`config.mk`:
```
export PLATFORM = sky130hd
export DESIGN_NAME = core_step_sequencer
export DESIGN_NICKNAME = d
export VERILOG_FILES = /design/src/rtl/core_step_pkg.sv /design/src/rtl/sync_chain.sv /design/src/rtl/clear_timer.sv /design/src/rtl/core_step_sequencer.sv
export SDC_FILE = /design/constraint.sdc
export NUM_CORES = 1
export LEC_CHECK = 0
export ABC_AREA = 1
export BUFFER_PORTS_ARGS = -buffer_cell sky130_fd_sc_hd__buf_2
export CAP_MARGIN = 40
export CORE_MARGIN = 5
export CORE_UTILIZATION = 45
export DETAILED_ROUTE_END_ITERATION = 7
export MAX_ROUTING_LAYER = met4
export PLACE_DENSITY_LB_ADDON = 0.08
export SETUP_SLACK_MARGIN = 0.5
export SLEW_MARGIN = 20
export SYNTH_ARGS = -nofsm -noshare
export SYNTH_HDL_FRONTEND = slang
export SYNTH_SLANG_ARGS = --single-unit
```
`constraint.sdc`:
```
create_clock -name clk -period 1.2 [get_ports clk]
set_input_delay 0.18 -clock clk [delete_from_list [all_inputs] [get_ports clk]]
set_output_delay 0.18 -clock clk [all_outputs]
set_load 0.01 [all_outputs]
```
`src/rtl/core_step_pkg.sv`:
```
package core_step_pkg;
    typedef enum logic [2:0] {
        ST_RESET_WAIT   = 3'd0,
        ST_CLEAR        = 3'd1,
        ST_REQ_HIGH     = 3'd2,
        ST_WAIT_ACK_LOW = 3'd3,
        ST_IDLE_GAP     = 3'd4
    } seq_state_t;
endpackage

```
`src/rtl/sync_chain.sv`:
```
module sync_chain #(
    parameter int  STAGES    = 2,
    parameter bit  RESET_VAL = 1'b0
) (
    input  logic clk,
    input  logic rst_n,
    input  logic d,
    output logic q
);
    logic [STAGES-1:0] chain;

    generate
        for (genvar i = 0; i < STAGES; i++) begin : g_stage
            always_ff @(posedge clk or negedge rst_n) begin
                if (!rst_n) begin
                    chain[i] <= RESET_VAL;
                end else if (i == 0) begin
                    chain[i] <= d;
                end else begin
                    chain[i] <= chain[(i == 0) ? 0 : i-1];
                end
            end
        end
    endgenerate

    assign q = chain[STAGES-1];
endmodule

```
`src/rtl/clear_timer.sv`:
```
module clear_timer #(
    parameter int CLEAR_CYCLES = 1_000_000
) (
    input  logic clk,
    input  logic rst_n,
    input  logic run,
    output logic done
);
    localparam int CW = $clog2(CLEAR_CYCLES + 1);
    localparam logic [CW-1:0] LAST = CW'(CLEAR_CYCLES - 1);

    logic [CW-1:0] count;

    always_ff @(posedge clk or negedge rst_n) begin
        if (!rst_n) begin
            count <= '0;
        end else if (!run) begin
            count <= '0;
        end else if (count != LAST) begin
            count <= count + 1'b1;
        end
    end

    assign done = run && (count == LAST);
endmodule

```
`src/rtl/core_step_sequencer.sv`:
```
module core_step_sequencer
    import core_step_pkg::*;
#(
    parameter int CLEAR_CYCLES = 1_000_000,
    parameter int SYNC_STAGES  = 2
) (
    input  logic       clk,
    input  logic       rst_n_ext,
    input  logic       core_ack,
    output logic       core_clear,
    output logic       core_req,
    output logic [2:0] seq_state
);
    seq_state_t state_q, state_d;
    logic       rst_sync_n;
    logic       ack_sync;
    logic       clear_done;

    sync_chain #(.STAGES(SYNC_STAGES), .RESET_VAL(1'b0)) u_rst_sync (
        .clk   (clk),
        .rst_n (rst_n_ext),
        .d     (1'b1),
        .q     (rst_sync_n)
    );

    sync_chain #(.STAGES(SYNC_STAGES), .RESET_VAL(1'b0)) u_ack_sync (
        .clk   (clk),
        .rst_n (rst_sync_n),
        .d     (core_ack),
        .q     (ack_sync)
    );

    clear_timer #(.CLEAR_CYCLES(CLEAR_CYCLES)) u_timer (
        .clk   (clk),
        .rst_n (rst_sync_n),
        .run   (state_q == ST_CLEAR),
        .done  (clear_done)
    );

    // State register
    always_ff @(posedge clk or negedge rst_sync_n) begin
        if (!rst_sync_n) begin
            state_q <= ST_RESET_WAIT;
        end else begin
            state_q <= state_d;
        end
    end

    // Next state
    always_comb begin
        state_d = state_q;
        unique case (state_q)
            ST_RESET_WAIT:   state_d = ST_CLEAR;
            ST_CLEAR:        if (clear_done) state_d = ST_REQ_HIGH;
            ST_REQ_HIGH:     if (ack_sync)   state_d = ST_WAIT_ACK_LOW;
            ST_WAIT_ACK_LOW: if (!ack_sync)  state_d = ST_IDLE_GAP;
            ST_IDLE_GAP:     state_d = ST_REQ_HIGH;
            default:         state_d = ST_RESET_WAIT;
        endcase
    end

    // Moore outputs
    always_comb begin
        core_clear = 1'b0;
        core_req   = 1'b0;
        unique case (state_q)
            ST_RESET_WAIT,
            ST_CLEAR:        core_clear = 1'b1;
            ST_REQ_HIGH:     core_req   = 1'b1;
            ST_WAIT_ACK_LOW,
            ST_IDLE_GAP:     ;
            default:         core_clear = 1'b1;
        endcase
    end

    assign seq_state = state_q;
endmodule

```
Word level (Yosys, flattened, before mapping)
Cells that the tools add are included.
{"block": "op_classes", "addsub": 1, "eq_ne": 10, "n_reduce_logical": 4, "muxes": 8}
{"operator": "20-bit two-way mux", "count": 2}
{"operator": "20-bit by 1-bit adder with 20-bit output, second input constant", "count": 1}
{"operator": "20-bit equality test, second input constant", "count": 1}
{"operator": "20-bit != test, second input constant", "count": 1}
{"operator": "3-bit case mux with 5 select lines", "count": 1}
{"operator": "3-bit two-way mux", "count": 3}
{"operator": "3-bit by 2-bit equality test with 1-bit output, second input constant", "count": 2}
{"operator": "2-bit != test, second input constant", "count": 3}
{"operator": "3-bit by 1-bit equality test with 1-bit output, second input constant", "count": 1}
{"operator": "3-bit equality test, second input constant", "count": 1}
{"operator": "3-bit logical NOT", "count": 1}
{"operator": "3-bit AND reduction", "count": 1}
{"operator": "3-bit OR reduction", "count": 1}
{"operator": "1-bit two-way mux", "count": 2}
{"operator": "2-bit by 1-bit != test with 1-bit output, second input constant", "count": 1}
{"operator": "1-bit logical AND", "count": 1}
{"block": "word_totals", "elab_cells": 29, "output_inout_bits": 5, "input_bits": 3, "regBits": 27}

Logic depth before layout (Yosys ltp)
Gate-level depths: netlist of the first run.
{"block": "depth", "ltp_word": 4, "ltp_mapped": 9, "depth_no_buf": 9}

Hierarchy
Synthesis of the first run repeated with hierarchy kept, for this count alone.
{"block": "hier_totals", "hier_cells": 214, "area_unflattened_um2": 1590.3}
{"mod": "clear_timer", "area_each_um2": 1280.0, "cells_per_inst": 179, "n_inst": 1, "seq_area_each_um2": 500.5}
{"mod": "core_step_sequencer", "area_each_um2": 210.2, "cells_per_inst": 31, "n_inst": 1, "seq_area_each_um2": 75.1}
{"mod": "sync_chain", "area_each_um2": 50.0, "cells_per_inst": 2, "n_inst": 2, "seq_area_each_um2": 50.0}

Worst setup path after synthesis of the first run
Ideal clock, no wire load.
{"block": "synth_timing", "kind": "reg-to-reg", "from": "reg u_timer.count[0]", "to": "reg u_timer.count[18]", "period_less_slack_ns": 1.344, "path_stages_with_launch": 9, "arrival_time_ns": 1.225, "setup_slack_ns": -0.144, "path_buffers": 0, "required_ns": 1.081, "setup_ns": 0.119, "cell_sequence": "dfrtp_1 > ha_1 > nand2_1 > nor2_4 > nand2_2 > nor2_4 > nand2_1 > o21ai_1 > nor2_1"}
{"block": "synth_between", "elab_chain_cells": 3, "word_cells_on_any_way": 5, "cone_classes": "1 x add/sub; 2 x eq/ne; 2 x mux"}
{"element": "from (decl)", "line": "clear_timer.sv:12", "rtl": "logic [CW-1:0] count;"}
{"element": "from (signal assigned)", "line": "clear_timer.sv:20", "rtl": "count <= count + 1'b1;"}
{"element": "20-bit by 1-bit adder with 20-bit output", "line": "clear_timer.sv:20"}
{"element": "20-bit two-way mux", "line": "clear_timer.sv:19", "rtl": "end else if (count != LAST) begin"}
{"element": "20-bit two-way mux", "line": "clear_timer.sv:17", "rtl": "end else if (!run) begin"}
Several ways; a longest one is shown, not always the timed one. The select of a mux whose other input is x is not followed.
A chain may end at the register's enable or synchronous reset.

Worst setup path after layout of the first run
{"block": "layout_timing", "from": "reg state_q[1], in the netlist seq_state[1]", "to": "out core_clear"}
{"block": "layout_between", "elab_chain_cells": 3, "word_cells_on_any_way": 5, "cone_classes": "3 x eq/ne; 1 x mux; 1 x reduce/logical"}
{"element": "from (decl)", "line": "core_step_sequencer.sv:14", "rtl": "seq_state_t state_q, state_d;"}
{"element": "from (signal assigned)", "line": "core_step_sequencer.sv:45", "rtl": "state_q <= state_d;"}
{"element": "3-bit by 2-bit equality test with 1-bit output / 3-bit equality test (equally long branches)", "line": "core_step_sequencer.sv:66", "rtl": "unique case (state_q)"}
{"element": "3-bit OR reduction (no source line) *"}
{"element": "1-bit two-way mux *", "line": "core_step_sequencer.sv:66"}
{"element": "to (decl)", "line": "core_step_sequencer.sv:10", "rtl": "output logic core_clear,"}
Every way passes the cells marked *; elsewhere a longest branch is shown, timed or not.

==> flow_metrics.tcl, run 1 <==
set metrics [dict create \
    status "finished, violations left" \
    violations "negative setup slack" \
    synth_top_area_share_pct 47.5 \
    grt.total_usage_pct 17.9 \
    n_fill_cell 240 \
    synth.avg_cell_area_sq_um 7.82 \
    cts_tree "built" \
    viasPerCell 5.00 \
    drtPass1Iterations 4 \
    drive_gt1_share_pct 48.5 \
    synth-seq-cells 27 \
    drt-total-wl_microns 3730 \
    antenna_cells 0 \
    power_mw 1.34 \
    area_growth_pct 49.2 \
    reg2reg_depth 8 \
    drt.antenna.violating_nets 0 \
    grt_pass1_wl_microns 5810 \
    final_cell_area_sq_um 2120 \
    drt_first_iter_violations 117 \
    row_count 20 \
    met2_wirelength_microns 2000 \
    wl_per_cell_microns 13.6 \
    async_flop_share_pct 100 \
    dp.cells 251 \
    report.final.slew_viol_count 0 \
    hold_class "reg2async" \
    grt_pass1_vias 1276 \
    die_w_microns 66.2 \
    start_util_pct 46.6 \
    clk_latency_ps 320 \
    grt_max_degree 17 \
    reg2reg_from "u_timer.count[1]" \
    hpwlAfterDp_microns 2210 \
    r2r_setup_slack_ps -270 \
    wl_met3_microns 107 \
    synth_area_sq_um 1420 \
    core_sq_um 3050 \
    yosysSeqAreaShare_pct 47.5 \
    finalHoldViolations 0 \
    required_ps 1020 \
    drv_cap 0 \
    finalSetupViolations 27 \
    die_h_microns 66.2 \
    end_kind "output pin" \
    yosys.area.top_type "dfrtp_1" \
    finClkSkew_ps 10.5 \
    vias 1376 \
    p_per_area_nw_per_um2 632 \
    min_period_ps 1490 \
    finalNonFillerCells 275 \
    h-tree-depth 1 \
    antenna_found_initial 0 \
    die_area_sq_um 4390 \
    worstSetupStartpoint "seq_state[1]" \
    start_kind "flop" \
    synth_fp_nets 186 \
    met1_length_microns 1560 \
    min_period_over_period_pct 125 \
    vdd_drop_max_v 0.000714 \
    rr_endpoint "u_timer.count[16]" \
    clockBufferDepth 2 \
    rsz0062_at_grt "true" \
    clock-sinks 27 \
    cp_max_fo 3 \
    gp_congestion 0.788 \
    synth.yosys.warnings 0 \
    drc 0 \
    path_clk_slew_ps 140 \
    top_layer "met4" \
    pin_count 8 \
    nNetsFinal 236 \
    crit_type "reg2out" \
    syn_inst 182 \
    detailed_place.area_sq_um 1680 \
    numPortBuffers 7 \
    synth_edf_count 0 \
    setup_ws_ps -294 \
    synth.top_cells.by_area "dfrtp_1 (47%), nand2_1 (12%), nor2_1 (6.9%), nand3_1 (4.6%), inv_1 (4.5%)" \
    synth-main-ff-cell "dfrtp_1" \
    worstPathArrival_ps 1310 \
    holdWs_ps 125 \
    leakage_nw 1.00 \
    grt_overflow 0 \
    root_buffer "clkbuf_4" \
    ys_types 29 \
    fmax_mhz 669 \
    cts_made_buffers 3 \
]
-- cells in the mapped netlist, types with 2 or more instances --
cell	instances
nor3_1	2
o21ai_0	6
nand2_1	46
nor2_1	26
dfrtp_1	27
a21oi_1	12
nand2_2	3
nor2_4	3
nand4_1	2
o21ai_1	2
nand3_1	13
nor2_2	4
inv_1	17
or2_2	4
-- metal layers --
metal	vias up	track usage, %
met4	0	3.55
met1	657	20.7
met2	32	31.6
met3	8	4.42
li1	679	-
met5	-	-
-- cell type report --
| cell class | instances | area (sq um) | share of cell area (%) |
|---|---|---|---|
| repair buffers | 45 | 380 | 17.9 |
| well taps | 44 | 55.1 | 2.59 |
| inverters | 20 | 85.1 | 4.01 |
| flip-flops and latches | 27 | 682 | 32.1 |
| clock buffers | 4 | 26.3 | 1.24 |
| multi-input cells | 134 | 885 | 41.7 |
| repair inverters | 1 | 8.76 | 0.413 |
-- state kept, by name (all words and copies together) (netlist names) --
register	flops
u_timer.count	20
seq_state	3
u_ack_sync.chain	1
u_ack_sync.q	1
u_rst_sync.chain	1
u_rst_sync.q	1
-- placed cells by master, fill, tap and decap left out, types with 2 or more instances in the layout --
master          n
nor2_4          7
buf_4          28
inv_2           5
inv_1          13
dfrtp_2         5
or2_2           2
clkinv_4        2
nand3_2         6
nand2_2         5
or2_4           2
dlygate4sd3_1   2
nand3_1         4
buf_6          12
nor3_1          2
a21oi_2         7
buf_2           3
nand2_1        39
nor2_1         20
o21ai_2         3
o21ai_1         3
clkbuf_4        3
nor2_2          6
nand4_1         2
dfrtp_1        22
a21oi_1         5
nand3_4         4
o21ai_0         2
nand2_4         6
-- worst max-delay path, stage by stage, from the launching register on --
cell     delay, ps
dfrtp_2        460
nor2_4         120
nor2_1          50
o21ai_1        100
and2_4         170
buf_6           90
-- worst max path at each step --
stage	to	slack (ps)
4_1_cts	core_clear	-290
2_1_floorplan	u_timer.count[18]	-130
6_report	core_clear	-290
3_3_place_gp	u_timer.count[18]	-140
3_5_place_dp	u_timer.count[16]	-220
5_1_grt	core_clear	-390
-- cell families after synthesis --
family                   synth area share, %
AO/OA/AOI/OAI                           8.71
XOR/XNOR                               0.616
adder cells (fa/ha/maj)                0.879
buffers and inverters                   5.98
flip-flops                              47.5
other                                  0.264
AND/OR/NAND/NOR                         36.1
-- what timing repair did --
action / 4_1_cts / 5_1_grt
endpoints found under the setup margin: 28 / 28
hold endpoints to repair: 3 / 0
gates cloned: 1 / 0
gates resized for setup: 40 / 27
hold buffers: 2 / 0
pin swaps: 13 / 13
buffers inserted: 11 / 6
-- where the power goes --
part / switching (mW) / internal, mW
Combinational: 0.0142 / 0.0109
Clock: 0.260 / 0.130
Sequential: 0.00822 / 0.917
-- stage by stage --
| step | utilization [%] | setup TNS (ps) | worst slack, ps |
|---|---|---|---|
| finish | 69.5 | -4400 | -294 |
| global route | 69.5 | -6040 | -386 |
| CTS | 64.2 | -3410 | -288 |
| detailed placement | 54.9 | -1690 | -217 |
| global placement | 54.9 | -925 | -139 |
| floorplan | - | -573 | -131 |
(Power assumes the default switching activity.)
==> run 2, diff against run 1 <==
PLACE_DENSITY_LB_ADDON = unset   (was 0.08)
REMOVE_ABC_BUFFERS = 1   (was unset)
==> run 2 against run 1 <==
The run still ends with negative setup slack left. Flip-flop and latch count is the same. Critical path type unchanged. Die area is the same. Critical endpoint unchanged. Largest power group unchanged. Power grew 3.4%.
==> flow_metrics.tcl, run 2 (synthesis results as in run 1) <==
set metrics [dict create \
    drive_gt1_share_pct 51.5 \
    clk_latency_ps 340 \
    vdd_drop_max_v 0.000709 \
    layout_commonest_cell "nand2_1" \
    viasPerCell 4.93 \
    start_kind "flop" \
    core_sq_um 3050 \
    multi_input_area_sq_um 871 \
    root_buffer "clkbuf_4" \
    area_growth_pct 52.2 \
    finClkSkew_ps 8.37 \
    status "finished, violations left" \
    max_flop_register "u_timer.count" \
    reg2reg_from "u_timer.count[0]" \
    setup_ws_ps -335 \
    n_fill_cell 235 \
    hold_class "in2async" \
    hpwlAfterDp_microns 2160 \
    die_h_microns 66.2 \
    p_per_area_nw_per_um2 641 \
    dp_slack_ps -231 \
    grt_overflow 0 \
    finalNonFillerCells 281 \
    start_util_pct 46.6 \
    finalHoldViolations 0 \
    final_cell_area_sq_um 2160 \
    drc 0 \
    h-tree-depth 1 \
    cp_max_fo 4 \
    min_period_over_period_pct 128 \
    dp.cells 252 \
    gp_congestion 0.819 \
    rsz0062_at_grt "true" \
    drt.antenna.violating_nets 0 \
    crit_type "reg2out" \
    clockBufferDepth 2 \
    antenna_found_initial 0 \
    mostFrequentLayoutCells "nand2_1 (36), buf_4 (31), dfrtp_1 (23)" \
    violations "negative setup slack" \
    report.final.slew_viol_count 0 \
    clock-sinks 27 \
    drv_cap 0 \
    antenna_cells 0 \
    min_period_ps 1530 \
    fmax_mhz 652 \
    die_area_sq_um 4390 \
    drt-total-wl_microns 3640 \
    r2r_setup_slack_ps -320 \
    pin_count 8 \
    worstPathArrival_ps 1350 \
    drt_first_iter_violations 87 \
    leakage_nw 1.04 \
    grt_pass1_vias 1278 \
    cts_tree "built" \
    nNetsFinal 242 \
    path_clk_slew_ps 160 \
    grt_max_degree 18 \
    finalSetupViolations 28 \
    drtPass1Iterations 4 \
    grt.total_usage_pct 16.9 \
    required_ps 1020 \
    largest_reg_flops 20 \
    detailed_place.area_sq_um 1660 \
    end_kind "output pin" \
    die_w_microns 66.2 \
    seq_area_sq_um 681 \
    worstSetupStartpoint "seq_state[1]" \
    grt_pass1_wl_microns 5580 \
    row_count 20 \
    vias 1384 \
    cts_made_buffers 3 \
    wl_per_cell_microns 12.9 \
    numPortBuffers 7 \
]
## run 2: through the flow
step                total power, mW  hold WS (ps)  utilization, %  setup TNS, ps
global placement              0.963         -34.6            54.2          -1560
finish                         1.39           114            70.9          -5790
global route                   1.45          99.1            70.9          -8010
floorplan                     0.948          -116               -           -718
detailed placement            0.965         -32.1            54.2          -2100
CTS                            1.41           101            62.7          -3260
## run 2: layer usage
layer / track usage (%) / vias to the layer above / routed length, microns
met5: - / - / 0
met4: 4.06 / 0 / 39
met3: 3.23 / 4 / 88
met2: 28.9 / 20 / 1860
met1: 20.4 / 667 / 1650
li1: - / 693 / -
## run 2: repair_timing
| item | CTS | global route |
|---|---|---|
| setup buffers | 8 | 14 |
| resized for setup | 45 | 35 |
| hold endpoints to repair | 3 | 0 |
| pin swaps | 9 | 12 |
| endpoints found under the setup margin | 28 | 45 |
| gates cloned | 1 | 0 |
| hold buffers | 2 | 0 |
## run 2: report_power, final
group,internal (mW),switching [mW],total (mW)
logic,0.0110,0.0160,0.0270
clock network,0.136,0.299,0.436
registers,0.917,0.00676,0.924
## run 2: final timing paths
path,to,depth (start not counted)
worst max-delay path,core_clear,5
worst min-delay path,u_rst_sync.q,2
worst max register to register,u_timer.count[16],8
worst min register to register,u_timer.count[4],0
max in group asynchronous,seq_state[2],1
min in group clk,u_rst_sync.q,0
## run 2: area by class of cell
type | count | area share (%)
Clock inverter | 1 | 0.405
Timing Repair Buffer | 52 | 20.5
Tap cell | 44 | 2.54
Sequential cell | 27 | 31.4
Clock buffer | 3 | 1.04
Inverter | 20 | 3.82
Multi-Input combinational cell | 134 | 40.2
## run 2: worst max-delay path, stage by stage, from the launching register on
cell	delay [ps]
dfrtp_2	470
nor2_4	110
nor2_1	50
o21ai_1	110
and2_1	150
buf_2	130
